[src/rtl/mt_pkg.sv]
package mt_pkg;
    localparam int DATA_W  = 32;
    localparam int NUM_CH  = 4;
    localparam int IDX_W   = 3;
    localparam int WDOG_CH = NUM_CH - 1;

    typedef enum logic [IDX_W-1:0] {
        SEL_CMP0 = 3'd0,
        SEL_CMP1 = 3'd1,
        SEL_CMP2 = 3'd2,
        SEL_CMP3 = 3'd3,
        SEL_CNT  = 3'd4,
        SEL_STAT = 3'd5,
        SEL_WDOG = 3'd6,
        SEL_IEN  = 3'd7
    } reg_sel_e;

    typedef struct packed {
        logic              wr;
        logic              rd;
        reg_sel_e          sel;
        logic [DATA_W-1:0] wdata;
    } bus_req_t;

    function automatic reg_sel_e decode_idx(input logic [IDX_W-1:0] idx);
        return reg_sel_e'(idx);
    endfunction

    function automatic logic is_cmp_sel(input reg_sel_e s, input int ch);
        return (int'(s) == ch) && (ch < NUM_CH);
    endfunction
endpackage

[src/rtl/mt_counter.sv]
module mt_counter
    import mt_pkg::*;
(
    input  logic              clk,
    input  logic              rst,
    input  logic              tick,
    input  logic              load,
    input  logic [DATA_W-1:0] load_val,
    output logic [DATA_W-1:0] cnt_q,
    output logic [DATA_W-1:0] cnt_next,
    output logic              adv
);
    assign adv      = tick && !load;
    assign cnt_next = cnt_q + DATA_W'(1);

    always_ff @(posedge clk) begin
        if (rst)       cnt_q <= '0;
        else if (load) cnt_q <= load_val;
        else if (adv)  cnt_q <= cnt_next;
    end

    // a write loads the value, even against a tick
    a_r4_load_wins: assert property (@(posedge clk) disable iff (rst)
        load |=> cnt_q == $past(load_val));
    // tick increments modulo 2^32
    a_r5_tick_step: assert property (@(posedge clk) disable iff (rst)
        (tick && !load) |=> cnt_q == $past(cnt_q) + DATA_W'(1));
    // no tick, no write: counter holds
    a_r5_hold: assert property (@(posedge clk) disable iff (rst)
        (!tick && !load) |=> $stable(cnt_q));
endmodule

[src/rtl/mt_channel.sv]
module mt_channel
    import mt_pkg::*;
(
    input  logic              clk,
    input  logic              rst,
    input  logic              adv,
    input  logic [DATA_W-1:0] cnt_next,
    input  logic              cmp_wr,
    input  logic [DATA_W-1:0] wdata,
    input  logic              clr,
    input  logic              irq_en,
    output logic [DATA_W-1:0] cmp_q,
    output logic              flag_q,
    output logic              hit,
    output logic              irq
);
    assign hit = adv && (cnt_next == cmp_q);
    assign irq = flag_q && irq_en;

    always_ff @(posedge clk) begin
        if (rst)         cmp_q <= '0;
        else if (cmp_wr) cmp_q <= wdata;
    end

    always_ff @(posedge clk) begin
        if (rst)      flag_q <= 1'b0;
        else if (hit) flag_q <= 1'b1;
        else if (clr) flag_q <= 1'b0;
    end

    // stepping onto the compare value sets the flag
    a_r6_set_on_hit: assert property (@(posedge clk) disable iff (rst)
        hit |=> flag_q);
    // flag is sticky without a clear
    a_r6_sticky: assert property (@(posedge clk) disable iff (rst)
        (flag_q && !clr) |=> flag_q);
    // no advance means no new flag
    a_r6_no_spurious: assert property (@(posedge clk) disable iff (rst)
        (!adv && !flag_q) |=> !flag_q);
    // clear without a simultaneous hit empties the flag
    a_r3_clear: assert property (@(posedge clk) disable iff (rst)
        (clr && !hit) |=> !flag_q);
endmodule

[src/rtl/mt_regfile.sv]
module mt_regfile
    import mt_pkg::*;
(
    input  logic                           clk,
    input  logic                           rst,
    input  bus_req_t                       req,
    input  logic [NUM_CH-1:0][DATA_W-1:0]  cmp_vals,
    input  logic [DATA_W-1:0]              cnt,
    input  logic [NUM_CH-1:0]              flags,
    output logic [NUM_CH-1:0]              cmp_wr,
    output logic                           cnt_load,
    output logic [NUM_CH-1:0]              clr,
    output logic [NUM_CH-1:0]              ien_q,
    output logic                           wden_q,
    output logic [DATA_W-1:0]              rdata
);
    logic [DATA_W-1:0] rd_mux;

    for (genvar g = 0; g < NUM_CH; g++) begin : g_cmp_dec
        assign cmp_wr[g] = req.wr && is_cmp_sel(req.sel, g);
    end

    assign cnt_load = req.wr && (req.sel == SEL_CNT);
    assign clr      = (req.wr && (req.sel == SEL_STAT)) ? req.wdata[NUM_CH-1:0] : '0;

    always_ff @(posedge clk) begin
        if (rst)                                ien_q <= '0;
        else if (req.wr && req.sel == SEL_IEN)  ien_q <= req.wdata[NUM_CH-1:0];
    end

    always_ff @(posedge clk) begin
        if (rst)                                             wden_q <= 1'b0;
        else if (req.wr && req.sel == SEL_WDOG && req.wdata[0]) wden_q <= 1'b1;
    end

    always_comb begin
        rd_mux = '0;
        case (req.sel)
            SEL_CMP0: rd_mux = cmp_vals[0];
            SEL_CMP1: rd_mux = cmp_vals[1];
            SEL_CMP2: rd_mux = cmp_vals[2];
            SEL_CMP3: rd_mux = cmp_vals[3];
            SEL_CNT:  rd_mux = cnt;
            SEL_STAT: rd_mux = DATA_W'(flags);
            SEL_WDOG: rd_mux = DATA_W'(wden_q);
            SEL_IEN:  rd_mux = DATA_W'(ien_q);
            default:  rd_mux = '0;
        endcase
    end

    always_ff @(posedge clk) begin
        if (rst)         rdata <= '0;
        else if (req.rd) rdata <= rd_mux;
    end

    // arming bit can only be cleared by reset
    a_r8_arm_sticky: assert property (@(posedge clk) disable iff (rst)
        wden_q |=> wden_q);
    // read data is the counter value sampled at the strobe
    a_r2_cnt_read: assert property (@(posedge clk) disable iff (rst)
        (req.rd && req.sel == SEL_CNT) |=> rdata == $past(cnt));
endmodule

[src/rtl/match_timer.sv]
module match_timer
    import mt_pkg::*;
(
    input  logic              clk,
    input  logic              rst,
    input  logic              tick,
    input  logic [IDX_W-1:0]  bus_addr,
    input  logic              bus_wr,
    input  logic              bus_rd,
    input  logic [DATA_W-1:0] bus_wdata,
    output logic [DATA_W-1:0] bus_rdata,
    output logic [NUM_CH-1:0] irq,
    output logic              wdog_rst
);
    bus_req_t                      req;
    logic [NUM_CH-1:0][DATA_W-1:0] cmp_vals;
    logic [DATA_W-1:0]             cnt_q;
    logic [DATA_W-1:0]             cnt_next;
    logic                          adv;
    logic [NUM_CH-1:0]             flags;
    logic [NUM_CH-1:0]             hits;
    logic [NUM_CH-1:0]             cmp_wr;
    logic                          cnt_load;
    logic [NUM_CH-1:0]             clr;
    logic [NUM_CH-1:0]             ien_q;
    logic                          wden_q;

    assign req.wr    = bus_wr;
    assign req.rd    = bus_rd;
    assign req.sel   = decode_idx(bus_addr);
    assign req.wdata = bus_wdata;

    mt_counter u_cnt (
        .clk      (clk),
        .rst      (rst),
        .tick     (tick),
        .load     (cnt_load),
        .load_val (bus_wdata),
        .cnt_q    (cnt_q),
        .cnt_next (cnt_next),
        .adv      (adv)
    );

    for (genvar g = 0; g < NUM_CH; g++) begin : g_ch
        mt_channel u_ch (
            .clk      (clk),
            .rst      (rst),
            .adv      (adv),
            .cnt_next (cnt_next),
            .cmp_wr   (cmp_wr[g]),
            .wdata    (bus_wdata),
            .clr      (clr[g]),
            .irq_en   (ien_q[g]),
            .cmp_q    (cmp_vals[g]),
            .flag_q   (flags[g]),
            .hit      (hits[g]),
            .irq      (irq[g])
        );
    end

    mt_regfile u_regs (
        .clk      (clk),
        .rst      (rst),
        .req      (req),
        .cmp_vals (cmp_vals),
        .cnt      (cnt_q),
        .flags    (flags),
        .cmp_wr   (cmp_wr),
        .cnt_load (cnt_load),
        .clr      (clr),
        .ien_q    (ien_q),
        .wden_q   (wden_q),
        .rdata    (bus_rdata)
    );

    always_ff @(posedge clk) begin
        if (rst)                            wdog_rst <= 1'b0;
        else if (wden_q && hits[WDOG_CH])   wdog_rst <= 1'b1;
    end

    // reset request never falls on its own
    a_r9_wdog_sticky: assert property (@(posedge clk) disable iff (rst)
        wdog_rst |=> wdog_rst);
    // armed watchdog channel event raises the request
    a_r9_wdog_fire: assert property (@(posedge clk) disable iff (rst)
        (wden_q && hits[WDOG_CH]) |=> wdog_rst);
    // an interrupt line needs its enable and its flag
    a_r7_irq_gated: assert property (@(posedge clk) disable iff (rst)
        (irq & ~(ien_q & flags)) == '0);
endmodule

[config.mk]
export PLATFORM = sky130hd
export DESIGN_NAME = match_timer
export DESIGN_NICKNAME = d
export VERILOG_FILES = /design/src/rtl/mt_pkg.sv /design/src/rtl/mt_counter.sv /design/src/rtl/mt_channel.sv /design/src/rtl/mt_regfile.sv /design/src/rtl/match_timer.sv
export SDC_FILE = /design/constraint.sdc
export NUM_CORES = 1
export LEC_CHECK = 0
export ABC_AREA = 1
export BUFFER_PORTS_ARGS = -buffer_cell sky130_fd_sc_hd__buf_2
export CAP_MARGIN = 30
export CORE_MARGIN = 4
export CORE_UTILIZATION = 58
export CTS_BUF_LIST = sky130_fd_sc_hd__clkbuf_8
export CTS_CLUSTER_DIAMETER = 80
export DETAILED_ROUTE_END_ITERATION = 16
export GPL_TIMING_DRIVEN = 1
export PLACE_DENSITY = 0.89
export SLEW_MARGIN = 20
export SYNTH_ARGS = -nofsm -noshare
export SYNTH_HDL_FRONTEND = slang
export SYNTH_HIERARCHICAL = 1
export SYNTH_SLANG_ARGS = --single-unit
[constraint.sdc]
create_clock -name clk -period 2.1 [get_ports clk]
set_input_delay 0.42 -clock clk [delete_from_list [all_inputs] [get_ports clk]]
set_output_delay 0.42 -clock clk [all_outputs]
set_load 0.01 [all_outputs]
Yosys cells after proc, flatten, opt, wreduce, memory -nomap -nowiden
Cells that the tools add are included.

Logic and storage cells: 67. Register bits after elaboration: 202. Output and inout port bits: 37. Input bits: 40.

Multiplexer cells: 12. Eq/ne operators: 14. $add $sub $neg: 1. Reductions and logical operators: 27.

Operator list (count): $pmux 32 s8 (1); $eq 32x32->1 (4); $mux 32 (2); $add 32x1->32 const B (1); $logic_and 1x1->1 (19); $eq 3x3->1 const B (6); $reduce_bool 2->1 (5); $eq 3x2->1 const B (3); $mux 1 (8); $logic_not 3->1 (2); $mux 4 (1); $eq 3x1->1 const B (1); $logic_not 1->1 (1).

Logic depth before layout (Yosys ltp)
Gate-level depths: netlist of run 1.

Depth after elaboration: 6. Gate-level depth with buffers: 17. Depth with buffers taken out: 17.

Modules after synthesis
Netlist of run 1, hierarchy kept.

Modules (own cells, without submodules): mt_channel (area each 1939.4 sq um, seq. area each 660.6 sq um, times used 4, cells each 313); mt_regfile (area each 2915.3 sq um, seq. area each 740.7 sq um, times used 1, cells each 505); mt_counter (area each 2232.1 sq um, seq. area each 640.6 sq um, times used 1, cells each 348); match_timer (area each 36.3 sq um, seq. area each 20.0 sq um, times used 1, cells each 4).

Worst setup path after synthesis of run 1
OpenSTA, ideal clock, no wires.

Path kind: input to register. Start: in bus_addr[2]. End: reg wdog_rst. Data arrival time: 2.194 ns. Path slack: -0.160 ns. Path buffers: 4. Data required time: 2.034 ns. Library setup time: 0.066 ns. Cell stages on the path: 13. Cell sequence: inv_4 -> buf_6 -> buf_2 -> nor3_1 -> clkbuf_1 -> nor2_1 -> buf_2 -> inv_1 -> nor4_1 -> nand3_1 -> nor2_1 -> nand2_1 -> a21oi_2.

Longest elaborated chain between the ends: 6.

RTL lines: start, declared (line match_timer.sv:7) `input logic [IDX_W-1:0] bus_addr,`; $eq 3x3->1 (line mt_regfile.sv:23) `assign cnt_load = req.wr && (req.sel == SEL_CNT);`; $logic_and 1x1->1 (line mt_regfile.sv:23); via cnt_load (line match_timer.sv:23) `logic cnt_load;`; $logic_not 1->1 (line mt_counter.sv:13) `assign adv = tick && !load;`; $logic_and 1x1->1 (line mt_counter.sv:13); via adv (line match_timer.sv:19) `logic adv;`; $logic_and 1x1->1 (line mt_channel.sv:17) `assign hit = adv && (cnt_next == cmp_q);`; via hits[3] (line match_timer.sv:21) `logic [NUM_CH-1:0] hits;`; $logic_and 1x1->1 (line match_timer.sv:78) `else if (wden_q && hits[WDOG_CH]) wdog_rst <= 1'b1;`; end signal, assigned (line match_timer.sv:77) `if (rst) wdog_rst <= 1'b0;`; end signal, assigned (line match_timer.sv:78); end, declared (line match_timer.sv:13) `output logic wdog_rst`.

The timed path passes the listed nets, and every way through them passes these cells. A chain may end at the register's enable or synchronous reset.

Worst setup path after layout of run 1
Start: reg u_cnt.cnt_q[0]. End: reg wdog_rst.

Longest elaborated chain between the ends: 4.

RTL lines: start, declared (line mt_counter.sv:9) `output logic [DATA_W-1:0] cnt_q,`; start signal, assigned (line mt_counter.sv:18) `else if (load) cnt_q <= load_val;`; start signal, assigned (line mt_counter.sv:19) `else if (adv) cnt_q <= cnt_next;`; $add 32x1->32 (line mt_counter.sv:14) `assign cnt_next = cnt_q + DATA_W'(1);`; via cnt_next[0] (line match_timer.sv:18) `logic [DATA_W-1:0] cnt_next;`; $eq 32x32->1 (line mt_channel.sv:17); $logic_and 1x1->1 (line mt_channel.sv:17); via hits[3] (line match_timer.sv:21); $logic_and 1x1->1 (line match_timer.sv:78).

The timed path passes the listed nets, and every way through them passes these cells.

==> results by group, run 1 <==
Worst setup path
  – Worst endpoint required time: roughly 2600 ps
  – Crit path buf inv count: 4
  – Delay of the slowest critical-path stage: approximately 370 ps
  – CP max stage cell: dfxtp_4
  – Largest delay share family, worst path: simple AND/OR/NAND/NOR gates
  – Kind of end point of the critical path: flop
  – Worst EP arrival: between 2000 and 3000 ps
  – Worst Path Max Fanout: 4
  – Crit path launch type: flop
  – Crit path kind: flop to flop
  – Critical Path, Cell by Cell: inv_2 -> nor2_4 -> nand2_4 -> nor2_4 -> buf_4 -> xor2_2 -> inv_1 -> nand2_2 -> o2111ai_2 -> nor3_2 -> buf_4 -> nand3_1 -> nor2_2 -> nand2_1 -> a21oi_2

Timing
  – Actual slew at the worst max-slew pin: ~560 ps
  – Final hold vios: 0
  – Setup WS post-layout: -232 ps
  – Final setup fails: 5
  – Fmax: around 0.43 GHz
  – Max-slew violation count: 0
  – Setup_tns: -929 ps
  – Worst rel slew slack: 62.7%
  – RSZ-0062 raised after global routing: true
  – Period utilization: 111%
  – Worst Skew: about 13 ps
  – Minimum clock period: roughly 2300 ps

Floorplan
  – Die ar.: around 0.024 sq mm
  – Num ports: 77
  – Initial Util: about three fifths
  – Row cnt: 53
  – Die Width: 154 um
  – Die H: about 150 um
  – Core footprint: around 0.021 sq mm

Route
  – # DRC: 0
  – Initial DRC count: roughly 1900
  – Total wire length: approximately 45000 um
  – Vias/cell: 5.74
  – Drt wl/cell: ~18 um
  – Drt pass-1 iters: 9
  – Via count: about 14000
  – Number of nets with antenna violations after detailed routing: 0

Run status
  – Status: finished, violations left
  – Failing checks: negative setup slack

Synthesis
  – Warnings, synthesis: 6
  – Area of the mapped netlist: between 0.01 and 0.015 sq mm
  – Mapped Cells: about 2000
  – Synthesized area per cell: between 6 and 7 sq um
  – Mapped Nets: approximately 2000

Final layout
  – Fin cells: around 2500
  – Fin area: 0.0153 sq mm
  – Util after Layout: 72.6%
  – Final #Nets: ~2200
  – P&R area growth vs syn: 23.4%
  – Layout cells sized above 1: 22.4%

Min path
  – Hold Crit Class: input port to flop

CTS
  – Worst skew pair latency: 530 ps
  – Clk slew on worst S/H paths: approximately 60 ps
  – Clock Tree Buf Depth: 3
  – CTS HTree Levels: 2
  – Clock root buffer master: clkbuf_8
  – # hold bufs at CTS: 0
  – CTS tree: built
  – Num CTS Buffers: 36
  – Clk sink count: 202

GRT
  – First-pass GRT wire length: between 70000 and 80000 um
  – Pin count of the biggest net entering global routing: 73
  – Total GRT Usage: between 30 and 40%
  – Initial antenna violation count: 3
  – Vias in the first global route: approximately 14000
  – Grt total ovfl: 0

Job
  – Maxcap violations: 0

Power
  – Flop pwr share: 44.0%
  – Pwr/cell area: roughly 600 mW/mm^2
  – Tot Pwr: a little over 9000 uW
  – Clock power share: between 40% and 50%
  – Power Internal: between 6000 and 7000 uW
  – P_leak: just under 0.007 uW
  – Comb pwr share: between 10% and 20%
  – Max rail drop VDD: roughly 0.57 mV
  – Switch share: between 20 and 30%
  – NetSw: roughly 2700 uW

Placement
  – Placement Cell Area: around 0.014 sq mm
  – PortBufs: 76
  – Dpl cells: ~2400
  – DPL Wire Length: about 31000 um
  – Final GP Congestion: about 1.1
tightest hold or removal path, stage by stage:
cell	delay, ps
buf_2	130
nand2_1	70
a21oi_1	50
registers in the layout, indices dropped and copies added (netlist names):
name and flops:
g_ch.u_ch/cmp_q 128, u_regs/wden_q 1, u_regs/rdata 32, u_regs/ien_q 4
g_ch.u_ch/flag_q 4, u_cnt/cnt_q 32, wdog_rst 1
worst paths after layout:
path                                       from                    end  slack, ps  cells after the start
worst max-delay path             u_cnt/cnt_q[0]               wdog_rst       -230                     15
worst min register to register  u_regs/rdata[1]        u_regs/rdata[1]        460                      2
worst min-delay path               bus_wdata[8]  g_ch[0].u_ch/cmp_q[8]        200                      3
worst max register to register   u_cnt/cnt_q[0]               wdog_rst       -230                     15
per-stage QoR:
| stage | hold WS, ps | setup WS (ps) |
|---|---|---|
| after floorplan | 455 | 0.260 |
| after global placement | 449 | -338 |
| after detailed placement | 452 | -375 |
| after CTS | 176 | -163 |
| after global routing | 201 | -390 |
| final | 197 | -232 |
power by group through the flow:
stage	sequential [uW]	clock [uW]	combinational, uW
after floorplan	4120	0	788
after global placement	4130	0	1290
after detailed placement	4130	0	1310
after CTS	4050	3730	1350
after global routing	4060	3920	1530
final	4050	3730	1430
final cells by class:
cell class | instances | area [sq um]
antenna | 1 | 2.50
clock buffer | 49 | 674
clock inverter | 7 | 26.3
fill | 1671 | 5750
inverter | 313 | 1180
multi-input combinational | 1396 | 7160
sequential | 202 | 4090
tap | 275 | 344
timing repair buffer | 236 | 1790
layer usage:
metal,track usage (%),vias up,routed length [um]
met1,47.8,6415,17100
li1,-,6620,-
met4,18.1,4,2490
met3,7.57,218,5480
met2,58.0,980,20100
met5,0,-,25
layout by cell type (no fill, tap or decap), types with 13 or more instances in the layout:
master	count
a21oi_1	100
dfxtp_2	13
nand4_1	38
o21ai_1	14
nor2_4	19
clkbuf_8	49
buf_6	15
buf_4	134
dfxtp_1	182
o21ai_0	63
o21bai_1	13
nand2_1	586
inv_1	286
nand2_2	38
xnor2_1	19
a211oi_1	91
inv_2	32
a22oi_1	23
nor2_2	31
buf_2	75
nor2_1	226
nand3_1	36
timing repair:
action,4_1_cts,5_1_grt
resized for setup,78,60
pin swaps,38,52
endpoints found under the setup margin,5,5
buffers inserted,14,5
(Power assumes the default switching activity.)
==> run 2, diff against run 1 <==
- CORE_MARGIN: 4 -> 8
- CORE_UTILIZATION: 58 -> 60
- PLACE_DENSITY: 0.89 -> 0.88
- clock period: 2.1 -> 2.26 ns (I/O delays scaled with it)
==> run 2 against run 1 <==
Net effect: the flow still finishes with violations (negative setup slack); core utilization grew 4.2 points; clock power shrank 4%; first-iteration DRC count grew 3.8%; total power shrank 4.5%; sequential power shrank 6.9%; global-route usage grew 0.94 points; worst hold slack gained 23 ps; via count grew 0.68%; non-clock buffer count grew 26.
==> results by group, run 2 (synthesis gave the netlist of run 1 again) <==
Run status
  – Status: finished, violations left
  – Failing checks: negative setup slack

GRT
  – First-pass GRT wire length: 75700 um (+6.8%)
  – Total GRT Usage: 37.7% (+0.94 points)
  – Pin count of the biggest net entering global routing: 55 (-25%)
  – Initial antenna violation count: 0 (-3)
  – Grt total ovfl: 0 (unchanged)
  – Vias in the first global route: 13400 (-1.6%)

Worst setup path
  – Largest delay share family, worst path: simple AND/OR/NAND/NOR gates
  – Crit path kind: flop to flop
  – Crit path buf inv count: 5 (+1)
  – Crit path launch type: flop
  – Worst Path Max Fanout: 6 (+2)
  – Worst reg2reg path depth: 17 (+2)
  – Delay of the slowest critical-path stage: 370 ps (about the same)
  – CP max stage cell: dfxtp_4
  – Crit path top cell by count: nor2_4
  – Kind of end point of the critical path: flop
  – Critical Path Stages: 17 (+2)
  – Critical Path, Cell by Cell: inv_2 -> nor2_4 -> buf_6 -> nand2_2 -> nor2_4 -> buf_6 -> xor2_4 -> inv_2 -> nand2_1 -> nand2_1 -> inv_1 -> nand2_2 -> nor2_4 -> nand2_2 -> nor2_4 -> nand3_2 -> a21oi_2
  – Worst endpoint required time: 2730 ps (+170 ps)
  – Worst EP arrival: 2870 ps (+70 ps)

Final layout
  – Most frequent cells in the layout: 583 x nand2_1, 289 x inv_1, 236 x nor2_1
  – Biggest register: g_ch.u_ch/cmp_q
  – Filler cell count: 1599 (-4.3%)
  – Antenna cells: 0 (-1)
  – Layout cells sized above 1: 23.1% (+0.65 points)
  – Biggest regs: g_ch.u_ch/cmp_q x128, u_cnt/cnt_q x32, u_regs/rdata x32
  – Final #Nets: 2252 (+1.2%)
  – P&R area growth vs syn: 25.7%
  – Commonest non-fill, non-tap cell in the layout: nand2_1
  – Fin cells: 2502 (+0.93%)
  – Max FFs per register: 128 (unchanged)

Route
  – Via count: 14300 (+0.68%)
  – Drt pass-1 iters: 6 (-3)
  – Total wire length: 50100 um (+11%)
  – Initial DRC count: 1974 (+3.8%)
  – # DRC: 0 (unchanged)
  – Number of nets with antenna violations after detailed routing: 0 (unchanged)
  – Drt wl/cell: 20.0 um (+9.9%)
  – Vias/cell: 5.73 (-0.24%)

CTS
  – Worst skew pair latency: 540 ps (about the same)
  – Clock root buffer master: clkbuf_8
  – Clk slew on worst S/H paths: 60 ps (about the same)
  – Num CTS Buffers: 36 (unchanged)
  – Clock Tree Buf Depth: 3 (unchanged)
  – CTS HTree Levels: 2 (unchanged)
  – CTS tree: built
  – Clk sink count: 202 (unchanged)

Placement
  – Pre-CTS setup slack: -462 ps (-86.8 ps)
  – DPL Wire Length: 36000 um (+15%)
  – Dpl cells: 2419 (+0.67%)
  – Final GP Congestion: 1.11 (+1.9%)
  – PortBufs: 76 (unchanged)

Floorplan
  – Core footprint: 0.0202 sq mm (-3.7%)
  – Die Width: 160 um (+3.6%)
  – Num ports: 77 (unchanged)
  – Die ar.: 0.0255 sq mm (+7.3%)
  – Die H: 160 um (+3.6%)
  – Row cnt: 52 (-1.9%)
  – Initial Util: 61.2% (+2.3 points)

Timing
  – Actual slew at the worst max-slew pin: 661 ps (+102 ps)
  – Period utilization: 106% (-4.9 points)
  – Minimum clock period: 2400 ps (+67.7 ps)
  – Final hold vios: 0 (unchanged)
  – Max-slew violation count: 0 (unchanged)
  – Worst rel slew slack: 56.0% (-6.8 points)
  – RSZ-0062 raised after global routing: true
  – Fmax: 0.417 GHz (-2.8%)
  – Worst Skew: 25.5 ps (+12.3 ps)
  – Setup WS post-layout: -140 ps (+92.3 ps)
  – Final setup fails: 5 (unchanged)

Power
  – Pwr/cell area: 565 mW/mm^2 (-6.2%)
  – Max rail drop VDD: 0.755 mV (+33%)
  – P_leak: 0.00683 uW (+1.4%)

Min path
  – Hold Crit Class: input port to flop
  – Worst hold path depth: 3 (unchanged)

Job
  – Maxcap violations: 0 (unchanged)
## run 2: through the flow
step                hold slack (ps)  area (sq um)  TNS (ps)  power (uW)  util (%)
finish                          220         15600      -497        8790      76.9
global route                    218         15600      -850        9040      76.9
CTS                             200         15200      -272        8690      75.3
detailed placement              454         14100     -1840        5130      69.6
global placement                448         14100     -1540        5110      69.6
floorplan                       455         12400         0        4550         -
## run 2: final timing paths
path | slack (ps) | to | startpoint
max | -140 | g_ch[1].u_ch/flag_q | u_cnt/cnt_q[0]
min | 220 | g_ch[3].u_ch/cmp_q[16] | bus_wdata[16]
max reg2reg | -140 | g_ch[1].u_ch/flag_q | u_cnt/cnt_q[0]
min reg2reg | 460 | u_regs/rdata[12] | u_regs/rdata[12]
## run 2: power by group
group	leakage, uW	switching (uW)	internal, uW	total, uW
sequential	0.00165	100	3670	3770
combinational	0.00477	951	495	1450
clock	0.000414	1580	2000	3580
## run 2: final cells by class
type	count	area [sq um]	area share (%)
sequential	202	4080	26.3
tap	270	338	2.17
inverter	313	1180	7.59
clock buffer	45	619	3.98
multi-input combinational	1396	7220	46.4
clock inverter	14	106	0.684
timing repair buffer	262	2000	12.9
## run 2: what timing repair did
item,in CTS,in global routing
pin swaps,38,39
setup endpoints to repair,5,5
setup buffers,15,9
hold buffers,0,0
resized for setup,82,72
## run 2: routing by layer
| layer | vias to the layer above | global-route usage (%) | part of all wire, % |
|---|---|---|---|
| met5 | - | 0 | 0 |
| met4 | 0 | 17.8 | 4.8 |
| met3 | 183 | 8.07 | 14 |
| met2 | 986 | 55.7 | 42 |
| met1 | 6491 | 51.4 | 40 |
| li1 | 6674 | - | - |
## run 2: worst register-to-register path, delay by kind of cell, from the launching register on
family                    cells  cell delay (ps)
and+or+nand+nor              10             1130
DFF                           1              370
xor gates and xnor gates      1              240
buffers and inverters         5              460
AOI/OAI and AO/OA             1              130
